`src/rtl/shreg_irq_pkg.sv`:
```
package shreg_irq_pkg;
  localparam int REG_W    = 32;
  localparam int STAT_OFS = 16;

  // Mask of every implemented bit: enable field plus status field.
  function automatic logic [REG_W-1:0] field_mask(input int base, input int num);
    logic [REG_W-1:0] m;
    m = '0;
    for (int i = 0; i < num; i++) begin
      m[base + i]            = 1'b1;
      m[STAT_OFS + base + i] = 1'b1;
    end
    return m;
  endfunction

  // Sticky status update: set has priority over write-1 clear.
  function automatic logic next_status(input logic cur, input logic set, input logic clr);
    return set | (cur & ~clr);
  endfunction
endpackage

```
`src/rtl/shreg_rise_det.sv`:
```
module shreg_rise_det #(
  parameter int N = 7
) (
  input  logic         clk,
  input  logic         rst_n,
  input  logic [N-1:0] src,
  output logic [N-1:0] rise
);
  logic [N-1:0] prev_q;

  always_ff @(posedge clk or negedge rst_n) begin
    if (!rst_n) prev_q <= '0;
    else        prev_q <= src;
  end

  assign rise = src & ~prev_q;
endmodule

```
`src/rtl/shreg_status_bank.sv`:
```
module shreg_status_bank #(
  parameter int N = 7
) (
  input  logic         clk,
  input  logic         rst_n,
  input  logic [N-1:0] set,
  input  logic [N-1:0] clr,
  output logic [N-1:0] status
);
  import shreg_irq_pkg::*;

  for (genvar g = 0; g < N; g++) begin : g_bit
    always_ff @(posedge clk or negedge rst_n) begin
      if (!rst_n) status[g] <= 1'b0;
      else        status[g] <= next_status(status[g], set[g], clr[g]);
    end
  end
endmodule

```
`src/rtl/shreg_enable_bank.sv`:
```
module shreg_enable_bank #(
  parameter int N = 7
) (
  input  logic         clk,
  input  logic         rst_n,
  input  logic         wr,
  input  logic [N-1:0] wfield,
  output logic [N-1:0] en
);
  always_ff @(posedge clk or negedge rst_n) begin
    if (!rst_n)  en <= '0;
    else if (wr) en <= wfield;
  end
endmodule

```
`src/rtl/shreg_irq_agg.sv`:
```
module shreg_irq_agg #(
  parameter int NUM_SRC  = 7,
  parameter int SRC_BASE = 0
) (
  input  logic               clk,
  input  logic               rst_n,
  input  logic [NUM_SRC-1:0] src_i,
  input  logic               reg_wr,
  input  logic [31:0]        reg_wdata,
  output logic [31:0]        reg_rdata,
  output logic               irq_o
);
  import shreg_irq_pkg::*;

  localparam int EN_LO   = SRC_BASE;
  localparam int STAT_LO = STAT_OFS + SRC_BASE;

  // Named internal events, brought out for the bound checker.
  logic [NUM_SRC-1:0] rise_ev;
  logic [NUM_SRC-1:0] clr_ev;
  logic [NUM_SRC-1:0] status_q;
  logic [NUM_SRC-1:0] en_q;
  logic               pend_any;

  shreg_rise_det #(.N(NUM_SRC)) u_rise (
    .clk  (clk),
    .rst_n(rst_n),
    .src  (src_i),
    .rise (rise_ev)
  );

  assign clr_ev = reg_wr ? reg_wdata[STAT_LO +: NUM_SRC] : '0;

  shreg_status_bank #(.N(NUM_SRC)) u_stat (
    .clk   (clk),
    .rst_n (rst_n),
    .set   (rise_ev),
    .clr   (clr_ev),
    .status(status_q)
  );

  shreg_enable_bank #(.N(NUM_SRC)) u_en (
    .clk   (clk),
    .rst_n (rst_n),
    .wr    (reg_wr),
    .wfield(reg_wdata[EN_LO +: NUM_SRC]),
    .en    (en_q)
  );

  assign pend_any = |(status_q & en_q);

  always_ff @(posedge clk or negedge rst_n) begin
    if (!rst_n) irq_o <= 1'b0;
    else        irq_o <= pend_any;
  end

  always_comb begin
    reg_rdata                     = '0;
    reg_rdata[EN_LO +: NUM_SRC]   = en_q;
    reg_rdata[STAT_LO +: NUM_SRC] = status_q;
  end
endmodule

```
`config.mk`:
```
export PLATFORM = sky130hd
export DESIGN_NAME = shreg_irq_agg
export DESIGN_NICKNAME = d
export VERILOG_FILES = /design/src/rtl/shreg_irq_pkg.sv /design/src/rtl/shreg_rise_det.sv /design/src/rtl/shreg_status_bank.sv /design/src/rtl/shreg_enable_bank.sv /design/src/rtl/shreg_irq_agg.sv
export SDC_FILE = /design/constraint.sdc
export NUM_CORES = 1
export LEC_CHECK = 0
export ABC_AREA = 1
export CORE_ASPECT_RATIO = 1.4
export CORE_UTILIZATION = 36
export CTS_BUF_LIST = sky130_fd_sc_hd__clkbuf_8
export DETAILED_ROUTE_END_ITERATION = 10
export DONT_BUFFER_PORTS = 1
export PLACE_DENSITY = 0.53
export SYNTH_ARGS = -nofsm -noshare
export SYNTH_HDL_FRONTEND = slang
export SYNTH_HIERARCHICAL = 1
export SYNTH_SLANG_ARGS = --single-unit
```
`constraint.sdc`:
```
create_clock -name clk -period 0.88 [get_ports clk]
set_clock_uncertainty 0.15 [all_clocks]
set_input_delay 0.176 -clock clk [delete_from_list [all_inputs] [get_ports clk]]
set_output_delay 0.176 -clock clk [all_outputs]
set_load 0.01 [all_outputs]
```
==> impl_results.md <==
- Outcome: complete, but fails checks
- Failing checks: negative hold slack, negative setup slack
- Main flop type after synthesis: dfrtp_1
- Antenna cells: 0
- Post-synth cell types: 9
- Largest family of logic cells by synthesized area: buffers and inverters
- Initial Utilization: 37.33%
- Synth top area share: 51.76%
- Critical path capture point type: primary output
- Post-synth top cells: 53 x nand2_1, 29 x inv_1, 22 x dfrtp_1
- 1st-pass router iterations: 4
- Slowest-stage cell, CP: dfrtp_1
- Final setup vio count: 23
- Count leader, synth: nand2_1
- Layout cells sized above 1: 29.65%
- Peak supply drop: 1.483 mV
- Placer Congestion: 0.6385
- Die W: 47.94 um
- Met2 global-route usage: 23.99%
- Final wirelength: 2043 um
- CP Data Required Time: 0.55 ns
- WL/cell: 9.775 um
- Main area contributors after synthesis: dfrtp_1 52%, nand2_1 19%, buf_4 13%
- Met3 usage: 2.732%
- Gr usage total: 14.22%
- Startpoint Class: flip-flop
- CTS max path bufs: 2
- Grt peak-use layer: met2
- Dpl hpwl: 1410 um
- Worst Setup SP: u_en/en[2]
- Sink Count: 22
- Adder-Cell Fraction of Synth Area: 0%
- Area after DPL: 0.001140 sq mm
- Port Buffers: 0
- Worst flop-to-flop path startpoint: u_en/en[0]
- Hold Path Class: primary input to async pin
- CTS tree: yes
- Drc violations: 0
- Vias in the first global route: 782
- Nets: 215
- WS Path Type: flip-flop to primary output
- GR Layer Usage met1: 17.10%
- Final Non-Filler Cells: 209
- Ports: 75
- First-pass GRT wire length: 3174 um
- Number of synthesized flops with an enable pin: 0
- Final Hold Fails: 28
- Root Buffer: clkbuf_8
- Pleak: 0.0008992 uW
- Synthesized area per cell: 7.937 sq um
- Initial antenna violation count: 0
- Worst EP arrival: 0.79 ns
- Post-synthesis mux area share: 0%
- Maximum single-stage delay on the critical path: 0.40 ns
- Die Y: 66.31 um
- CP top delay family: flip-flops
- Post-synthesis xor/xnor area fraction: 0%
- Critical path, cell by cell: buf_6
- Drt via density: 3.923
- Post-synthesis sequential area ratio: 51.76%
- Simple-Gate Fraction of Synth Area: 23.53%
- H-Tree Depth: 1
- Total grt overflow: 0
- DR vias: 820
- Post-synth top area cell: dfrtp_1
- Inserted Clock Buffers: 3
- Power Density: 1584 mW/mm^2
- Largest net degree at the start of global routing: 23
- Min Clock Period, post-route: 1.118 ns
- Final design area excluding fillers: 0.001513 sq mm
- Post-synthesis cell count: 134
- #FFs+latches synth: 22
- Syn Std Cell Area: 0.001064 sq mm
- RSZ-0062 raised after global routing: true
- Buffer and inverter count on the worst path: 1
- Detailed Route Iter0 Violations: 7
- Fmax: 894.2 MHz
- Antenna Nets Post-Route: 0
- Die ar.: 0.003179 sq mm
- Dpl cells: 184
- Core ar.: 0.002849 sq mm
- Clock Latency Late Sink: 0.25 ns
- Synth async-reset ratio: 100.0%
- WHS: -0.5437 ns
- Final worst path period share: 127.1%
- Synth Area in Compound Gates: 0%
- Final worst setup slack: -0.2383 ns
- Synthesis Warnings: 6
- Pins over their slew limit: 0
- Cell Rows: 23
- Maxcap violations: 0
- Crit path max fanout: 2
- Worst-path clk slew: 0.08 ns
- P&R area growth vs syn: 42.24%
==> flip-flops by register name, summed over array words and instances (netlist names) <==
signal and count:
u_rise/prev_q 7, u_en/en 7, irq_o 1, u_stat/status 7
==> stage by stage <==
step	TNS [ns]	hold slack [ns]	setup WS, ns	power [uW]	util (%)
after CTS	-3.815	-0.5538	-0.2465	2384	50.55
final	-4.838	-0.5437	-0.2383	2396	53.10
after detailed placement	-0.1521	-0.2690	-0.04912	1515	40.01
after floorplan	-0.03735	-0.2696	-0.03735	1434	-
after global routing	-5.597	-0.5584	-0.2704	2522	53.10
after global placement	-0.05055	-0.2690	-0.05055	1503	40.01
==> final timing paths <==
path	slack (ns)	end	depth (start not counted)
worst max-delay path	-0.24	reg_rdata[2]	1
worst min-delay path	-0.54	u_rise/prev_q[4]	0
worst max register to register	-0.18	irq_o	5
worst min register to register	0.33	u_stat/status[4]	3
max in group asynchronous	1.05	u_stat/status[3]	0
min in group clk	-0.02	u_rise/prev_q[3]	1
==> timing repair <==
action | CTS | global route
resized for setup | 20 | 21
hold endpoints to repair | 43 | 29
hold buffers | 14 | 1
gates cloned | 0 | 0
pin swaps | 7 | 16
setup endpoints to repair | 28 | 30
buffers inserted | 5 | 1
==> final cells by class <==
cell class / instances / area (sq um)
clock buffer: 4 / 55.05
fill: 282 / 1336
inverter: 30 / 112.6
multi-input combinational: 80 / 362.8
sequential: 22 / 550.5
tap: 37 / 46.29
timing repair buffer: 36 / 385.4
==> layout by cell type (no fill, tap or decap) <==
cell type / instances
nor2_1: 2
nand2_2: 18
buf_4: 5
nand2_1: 35
buf_6: 16
nor2_2: 7
dlymetal6s4s_1: 7
inv_1: 29
dfrtp_1: 22
inv_2: 1
conb_1: 18
clkbuf_8: 4
dlygate4sd3_1: 8
==> per-layer routing <==
metal | up-vias | share of wire [%] | wire length (um)
li1 | 411 | - | -
met1 | 371 | 39 | 805
met2 | 36 | 54 | 1100
met3 | 2 | 5.8 | 118
met4 | 0 | 0.93 | 19
met5 | - | 0 | 0
==> power breakdown <==
group | switching (uW) | internal (uW) | total [uW]
logic | 239 | 287 | 526
registers | 63.1 | 1100 | 1160
clock network | 310 | 398 | 707
==> cells by family after synthesis <==
group,after synthesis
DFF,22
and+or+nand+nor,62
other,1
buffers and inverters,49
No activity file was read; power rests on OpenSTA's default activity.
